<file path="config.mk">
export PLATFORM = sky130hd
export DESIGN_NAME = ycc2rgb_matrix
export DESIGN_NICKNAME = d
export VERILOG_FILES = /design/src/rtl/ycc2rgb_pkg.sv /design/src/rtl/ycc_center_stage.sv /design/src/rtl/ycc_product_stage.sv /design/src/rtl/ycc_sum_clamp.sv /design/src/rtl/ycc2rgb_matrix.sv
export SDC_FILE = /design/constraint.sdc
export NUM_CORES = 1
export LEC_CHECK = 0
export BUFFER_PORTS_ARGS = -buffer_cell sky130_fd_sc_hd__buf_2
export CORE_UTILIZATION = 50
export CTS_CLUSTER_SIZE = 14
export DETAILED_ROUTE_END_ITERATION = 16
export PLACE_DENSITY = 0.76
export SETUP_SLACK_MARGIN = 0.4
export SLEW_MARGIN = 0
export SYNTH_ARGS = -nofsm -noshare
export SYNTH_HDL_FRONTEND = slang
export SYNTH_HIERARCHICAL = 1
export SYNTH_SLANG_ARGS = --single-unit
</file>
<file path="constraint.sdc">
create_clock -name clk -period 6.45 [get_ports clk]
set_clock_uncertainty 0.05 [all_clocks]
set_input_delay 0 -clock clk [delete_from_list [all_inputs] [get_ports clk]]
set_output_delay 0 -clock clk [all_outputs]
set_load 0.02 [all_outputs]
</file>
<file path="src/rtl/ycc2rgb_pkg.sv">
package ycc2rgb_pkg;

    localparam int NUM_CH = 3;

    typedef enum int unsigned {
        CH_R = 0,
        CH_G = 1,
        CH_B = 2
    } chan_e;

    // Colour-difference weights in thousandths.
    localparam int W_R_FROM_CR = 1371;
    localparam int W_G_FROM_CR = 698;
    localparam int W_G_FROM_CB = 336;
    localparam int W_B_FROM_CB = 1732;

    // Convert a weight in thousandths to a fixed-point value with `frac` fraction bits, rounded.
    function automatic int milli_to_fixed(input int milli, input int frac);
        return (milli * (1 << frac) + 500) / 1000;
    endfunction

endpackage

</file>
<file path="src/rtl/ycc_center_stage.sv">
module ycc_center_stage
    import ycc2rgb_pkg::*;
#(
    parameter int DATA_W     = 8,
    parameter int CHROMA_MID = 128
) (
    input  logic                     clk,
    input  logic                     rst_n,
    input  logic                     in_valid,
    input  logic [DATA_W-1:0]        in_y,
    input  logic [DATA_W-1:0]        in_cb,
    input  logic [DATA_W-1:0]        in_cr,
    input  logic [NUM_CH-1:0]        in_en,
    output logic                     s1_valid,
    output logic [DATA_W-1:0]        s1_y,
    output logic signed [DATA_W:0]   s1_cb,
    output logic signed [DATA_W:0]   s1_cr,
    output logic [NUM_CH-1:0]        s1_en
);

    localparam logic signed [DATA_W:0] MID_S = (DATA_W+1)'(CHROMA_MID);

    typedef struct packed {
        logic                   valid;
        logic [DATA_W-1:0]      y;
        logic signed [DATA_W:0] cb;
        logic signed [DATA_W:0] cr;
        logic [NUM_CH-1:0]      en;
    } st_t;

    st_t st_d, st_q;

    always_comb begin
        st_d       = st_q;
        st_d.valid = in_valid;
        if (in_valid) begin
            st_d.y  = in_y;
            st_d.cb = $signed({1'b0, in_cb}) - MID_S;
            st_d.cr = $signed({1'b0, in_cr}) - MID_S;
            st_d.en = in_en;
        end
    end

    always_ff @(posedge clk) begin
        if (!rst_n) begin
            st_q <= '0;
        end else begin
            st_q <= st_d;
        end
    end

    assign s1_valid = st_q.valid;
    assign s1_y     = st_q.y;
    assign s1_cb    = st_q.cb;
    assign s1_cr    = st_q.cr;
    assign s1_en    = st_q.en;

endmodule

</file>
<file path="src/rtl/ycc_product_stage.sv">
module ycc_product_stage
    import ycc2rgb_pkg::*;
#(
    parameter int DATA_W      = 8,
    parameter int FRAC_BITS   = 10,
    parameter int LUMA_GAIN   = 2,
    parameter int LUMA_OFFSET = 200,
    parameter int TERM_W      = 24,
    parameter int BASE_W      = 13
) (
    input  logic                     clk,
    input  logic                     rst_n,
    input  logic                     s1_valid,
    input  logic [DATA_W-1:0]        s1_y,
    input  logic signed [DATA_W:0]   s1_cb,
    input  logic signed [DATA_W:0]   s1_cr,
    input  logic [NUM_CH-1:0]        s1_en,
    output logic                     s2_valid,
    output logic [NUM_CH-1:0]        s2_en,
    output logic signed [BASE_W-1:0] s2_base,
    output logic signed [TERM_W-1:0] s2_term_r,
    output logic signed [TERM_W-1:0] s2_term_g,
    output logic signed [TERM_W-1:0] s2_term_b
);

    // Weights already scaled by the luma-to-code gain.
    localparam int K_R_CR = LUMA_GAIN * milli_to_fixed(W_R_FROM_CR, FRAC_BITS);
    localparam int K_G_CR = LUMA_GAIN * milli_to_fixed(W_G_FROM_CR, FRAC_BITS);
    localparam int K_G_CB = LUMA_GAIN * milli_to_fixed(W_G_FROM_CB, FRAC_BITS);
    localparam int K_B_CB = LUMA_GAIN * milli_to_fixed(W_B_FROM_CB, FRAC_BITS);

    typedef struct packed {
        logic                     valid;
        logic [NUM_CH-1:0]        en;
        logic signed [BASE_W-1:0] base;
        logic signed [TERM_W-1:0] term_r;
        logic signed [TERM_W-1:0] term_g;
        logic signed [TERM_W-1:0] term_b;
    } st_t;

    st_t st_d, st_q;
    int  cb_i, cr_i, y_i;

    always_comb begin
        cb_i       = int'(s1_cb);
        cr_i       = int'(s1_cr);
        y_i        = int'(s1_y);
        st_d       = st_q;
        st_d.valid = s1_valid;
        if (s1_valid) begin
            st_d.en     = s1_en;
            st_d.base   = BASE_W'(LUMA_GAIN * y_i + LUMA_OFFSET);
            st_d.term_r = TERM_W'(K_R_CR * cr_i);
            st_d.term_g = TERM_W'(-(K_G_CR * cr_i + K_G_CB * cb_i));
            st_d.term_b = TERM_W'(K_B_CB * cb_i);
        end
    end

    always_ff @(posedge clk) begin
        if (!rst_n) begin
            st_q <= '0;
        end else begin
            st_q <= st_d;
        end
    end

    assign s2_valid  = st_q.valid;
    assign s2_en     = st_q.en;
    assign s2_base   = st_q.base;
    assign s2_term_r = st_q.term_r;
    assign s2_term_g = st_q.term_g;
    assign s2_term_b = st_q.term_b;

endmodule

</file>
<file path="src/rtl/ycc_sum_clamp.sv">
module ycc_sum_clamp #(
    parameter int CODE_W     = 10,
    parameter int FRAC_BITS  = 10,
    parameter int TERM_W     = 24,
    parameter int BASE_W     = 13,
    parameter int CODE_BLACK = 232
) (
    input  logic                     clk,
    input  logic                     rst_n,
    input  logic                     in_valid,
    input  logic                     in_en,
    input  logic signed [BASE_W-1:0] in_base,
    input  logic signed [TERM_W-1:0] in_term,
    output logic [CODE_W-1:0]        code
);

    localparam int CODE_MAX = (1 << CODE_W) - 1;
    localparam int HALF     = 1 << (FRAC_BITS - 1);

    typedef struct packed {
        logic [CODE_W-1:0] code;
    } st_t;

    st_t st_d, st_q;
    int  sum_i;

    always_comb begin
        sum_i = int'(in_base) + ((int'(in_term) + HALF) >>> FRAC_BITS);
        st_d  = st_q;
        if (in_valid) begin
            if (!in_en) begin
                st_d.code = CODE_W'(CODE_BLACK);
            end else if (sum_i < 0) begin
                st_d.code = '0;
            end else if (sum_i > CODE_MAX) begin
                st_d.code = CODE_W'(CODE_MAX);
            end else begin
                st_d.code = CODE_W'(sum_i);
            end
        end
    end

    always_ff @(posedge clk) begin
        if (!rst_n) begin
            st_q.code <= CODE_W'(CODE_BLACK);
        end else begin
            st_q <= st_d;
        end
    end

    assign code = st_q.code;

endmodule

</file>
<file path="src/rtl/ycc2rgb_matrix.sv">
module ycc2rgb_matrix
    import ycc2rgb_pkg::*;
#(
    parameter int DATA_W     = 8,
    parameter int CODE_W     = 10,
    parameter int FRAC_BITS  = 10,
    parameter int CHROMA_MID = 128,
    parameter int Y_BLACK    = 16,
    parameter int Y_WHITE    = 235,
    parameter int CODE_BLACK = 232,
    parameter int CODE_WHITE = 670
) (
    input  logic              clk,
    input  logic              rst_n,
    input  logic              in_valid,
    input  logic [DATA_W-1:0] in_y,
    input  logic [DATA_W-1:0] in_cb,
    input  logic [DATA_W-1:0] in_cr,
    input  logic [2:0]        ch_en,
    output logic              out_valid,
    output logic [CODE_W-1:0] out_r,
    output logic [CODE_W-1:0] out_g,
    output logic [CODE_W-1:0] out_b
);

    localparam int LUMA_GAIN   = (CODE_WHITE - CODE_BLACK) / (Y_WHITE - Y_BLACK);
    localparam int LUMA_OFFSET = CODE_BLACK - LUMA_GAIN * Y_BLACK;
    localparam int TERM_W      = DATA_W + FRAC_BITS + 6;
    localparam int BASE_W      = CODE_W + 3;

    logic                     s1_valid;
    logic [DATA_W-1:0]        s1_y;
    logic signed [DATA_W:0]   s1_cb, s1_cr;
    logic [NUM_CH-1:0]        s1_en;

    logic                     s2_valid;
    logic [NUM_CH-1:0]        s2_en;
    logic signed [BASE_W-1:0] s2_base;
    logic signed [TERM_W-1:0] s2_term_r, s2_term_g, s2_term_b;

    logic signed [TERM_W-1:0] term_arr [NUM_CH];
    logic [CODE_W-1:0]        code_arr [NUM_CH];

    ycc_center_stage #(
        .DATA_W     (DATA_W),
        .CHROMA_MID (CHROMA_MID)
    ) u_center (
        .clk      (clk),
        .rst_n    (rst_n),
        .in_valid (in_valid),
        .in_y     (in_y),
        .in_cb    (in_cb),
        .in_cr    (in_cr),
        .in_en    (ch_en),
        .s1_valid (s1_valid),
        .s1_y     (s1_y),
        .s1_cb    (s1_cb),
        .s1_cr    (s1_cr),
        .s1_en    (s1_en)
    );

    ycc_product_stage #(
        .DATA_W      (DATA_W),
        .FRAC_BITS   (FRAC_BITS),
        .LUMA_GAIN   (LUMA_GAIN),
        .LUMA_OFFSET (LUMA_OFFSET),
        .TERM_W      (TERM_W),
        .BASE_W      (BASE_W)
    ) u_product (
        .clk       (clk),
        .rst_n     (rst_n),
        .s1_valid  (s1_valid),
        .s1_y      (s1_y),
        .s1_cb     (s1_cb),
        .s1_cr     (s1_cr),
        .s1_en     (s1_en),
        .s2_valid  (s2_valid),
        .s2_en     (s2_en),
        .s2_base   (s2_base),
        .s2_term_r (s2_term_r),
        .s2_term_g (s2_term_g),
        .s2_term_b (s2_term_b)
    );

    assign term_arr[CH_R] = s2_term_r;
    assign term_arr[CH_G] = s2_term_g;
    assign term_arr[CH_B] = s2_term_b;

    for (genvar ch = 0; ch < NUM_CH; ch++) begin : g_chan
        ycc_sum_clamp #(
            .CODE_W     (CODE_W),
            .FRAC_BITS  (FRAC_BITS),
            .TERM_W     (TERM_W),
            .BASE_W     (BASE_W),
            .CODE_BLACK (CODE_BLACK)
        ) u_sum (
            .clk      (clk),
            .rst_n    (rst_n),
            .in_valid (s2_valid),
            .in_en    (s2_en[ch]),
            .in_base  (s2_base),
            .in_term  (term_arr[ch]),
            .code     (code_arr[ch])
        );
    end

    // Output strobe register, aligned with the per-channel code registers.
    typedef struct packed {
        logic valid;
    } st_t;

    st_t st_d, st_q;

    always_comb begin
        st_d       = st_q;
        st_d.valid = s2_valid;
    end

    always_ff @(posedge clk) begin
        if (!rst_n) begin
            st_q <= '0;
        end else begin
            st_q <= st_d;
        end
    end

    assign out_valid = st_q.valid;
    assign out_r     = code_arr[CH_R];
    assign out_g     = code_arr[CH_G];
    assign out_b     = code_arr[CH_B];

endmodule

</file>
==> results.cfg <==
[sta]
fin_crit_sh_pct = 90.3
fin_hold_ws_ns = 0.158
min_period_ns = 5.82
rsz0062_at_grt = true
slew_headroom_pct = 24.1
finalSetupViolations = 0
setup_tns_ns = 0
worstMarginPinSlew_ns = 1.14
drv_slew = 0
finalHoldViolCount = 0
max_freq_mhz = 172

[layout]
fin_nets = 2202
layout_commonest_cell = ha_1
finish.utilization_pct = 57.7
syn2layout_area_growth_pct = 13.4
stdcell_count = 2194
mostFrequentLayoutCells = ha_1 (271), inv_1 (185), nor2_1 (113)
drive_above_1_share_pct = 12.1

[grt]
gr-total-overflow = 0
grt_pass1_vias = 12000
grt_max_degree = 59
grt_antenna_before_repair = 0
grt.total_usage_pct = 22.8
grt_pass1_wl_um = 57800

[worst_hold_path]
hp-class = input pin to flop

[place]
dp.cells = 2120
portBuffers = 60
hpwl_um = 27600
place_congestion = 0.903

[run]
max_cap_violations = 0

[setup_path]
endpoint_kind = flop
path_max_fanout = 7
required_ns = 6.73
worstSetupPathType = flop to flop
start_kind = flop
arrival_ns = 6.11

[route]
ant_nets = 0
vias_per_cell = 5.58
drt_iter0_markers = 642
first_pass_iters = 5
remaining_drc_errors = 0
via_count = 12300
wirelength_um = 35300
wire_per_inst_um = 16.1

[cts]
cts_root_buf = clkbuf_16
path_clk_slew_ns = 0.07
numClockSinks = 113
cts_max_path_buffers = 2
clock_latency_ns = 0.42
cts_tree = built
cts_htree_levels = 4
numCtsBuffers = 17

[pwr]
power_leakage_uw = 0.00857
finalPower_uw = 4660
p_per_area_nw_per_um2 = 272
peakVddDrop_mv = 0.229

[floorplan]
initial_core_util_pct = 50.9
die-area_um2 = 30900
die-width_um = 176
core_area_um2 = 29600
rows = 63
io-pin-count = 61
die_h_um = 176

[synth]
syn-cell-area_um2 = 15100
yosysWarningCount = 6
synthCells = 1698
syn_area_per_cell_um2 = 8.88

[status]
status = completed
## critical path, cell delays in order (launching register included)
cell and delay (ns):
dfxtp_2 0.45, ha_2 0.36, ha_1 0.29, ha_1 0.30
fa_1 0.46, ha_1 0.34, ha_1 0.30, a21o_1 0.16
a21o_1 0.22, a2111oi_4 0.47, o311ai_4 0.12, a31o_1 0.25
a21oi_2 0.14, xor2_1 0.19, ha_1 0.28, ha_4 0.22
and3_4 0.18, nand4_1 0.21, nor3_2 0.07, a211oi_2 0.23
nand2_1 0.09, xor2_1 0.17, a211oi_1 0.18
## repair_timing
action / in CTS / in global routing
endpoints found under the hold margin: 27 / 0
pin swaps: 3 / 34
buffers inserted: 3 / 10
setup endpoints to repair: 2 / 9
resized for setup: 16 / 52
hold buffers: 27 / 0
## path summary, 6_finish.rpt
path	startpoint	to	slack, ns	cells after the start
max	u_center/s1_cr[3]	u_product/s2_term_g[21]	0.63	22
max reg2reg	u_center/s1_cr[3]	u_product/s2_term_g[21]	0.63	22
min	rst_n	g_chan[0].u_sum/code[3]	0.16	2
min reg2reg	g_chan[1].u_sum/code[1]	g_chan[1].u_sum/code[1]	0.42	2
## sequential cells by signal (all words and copies together), names as in the netlist
register and count:
g_chan.u_sum/code 30, u_product/s2_term_g 15, u_product/s2_term_b 13, u_product/s2_term_r 13, u_product/s2_base 9, u_center/s1_cb 8
u_center/s1_cr 8, u_center/s1_y 8, u_center/s1_en 3, u_product/s2_en 3, out_valid 1, u_center/s1_valid 1
u_product/s2_valid 1
## metal layers
metal	vias up	track usage (%)	share of wire, %
met1	5808	30.7	48
met5	-	0	0
met3	51	2.34	2.9
met4	0	6.38	2.2
met2	242	38.7	47
li1	6149	-	-
## layout make-up
class	instances	area, um^2
Inverter	192	728
Antenna cell	2	5.00
Clock inverter	15	196
Timing Repair Buffer	115	797
Sequential cell	113	2280
Clock buffer	17	425
Fill cell	2618	12500
Multi-Input combinational cell	1350	12200
Tap cell	390	488
## power by group
part | internal, uW | leakage (uW) | switching [uW]
sequential | 765 | 0.000927 | 87.1
combinational | 1180 | 0.00734 | 1610
clock | 622 | 0.000307 | 401
## through the flow
stage | instance area (um^2) | setup slack, ns
after floorplan | 15100 | 0.452
after global placement | 15800 | 0.291
after detailed placement | 15800 | 0.101
after CTS | 16800 | 0.404
after global routing | 17100 | 0.300
final | 17100 | 0.626
Power figures use the tool's default switching activity.
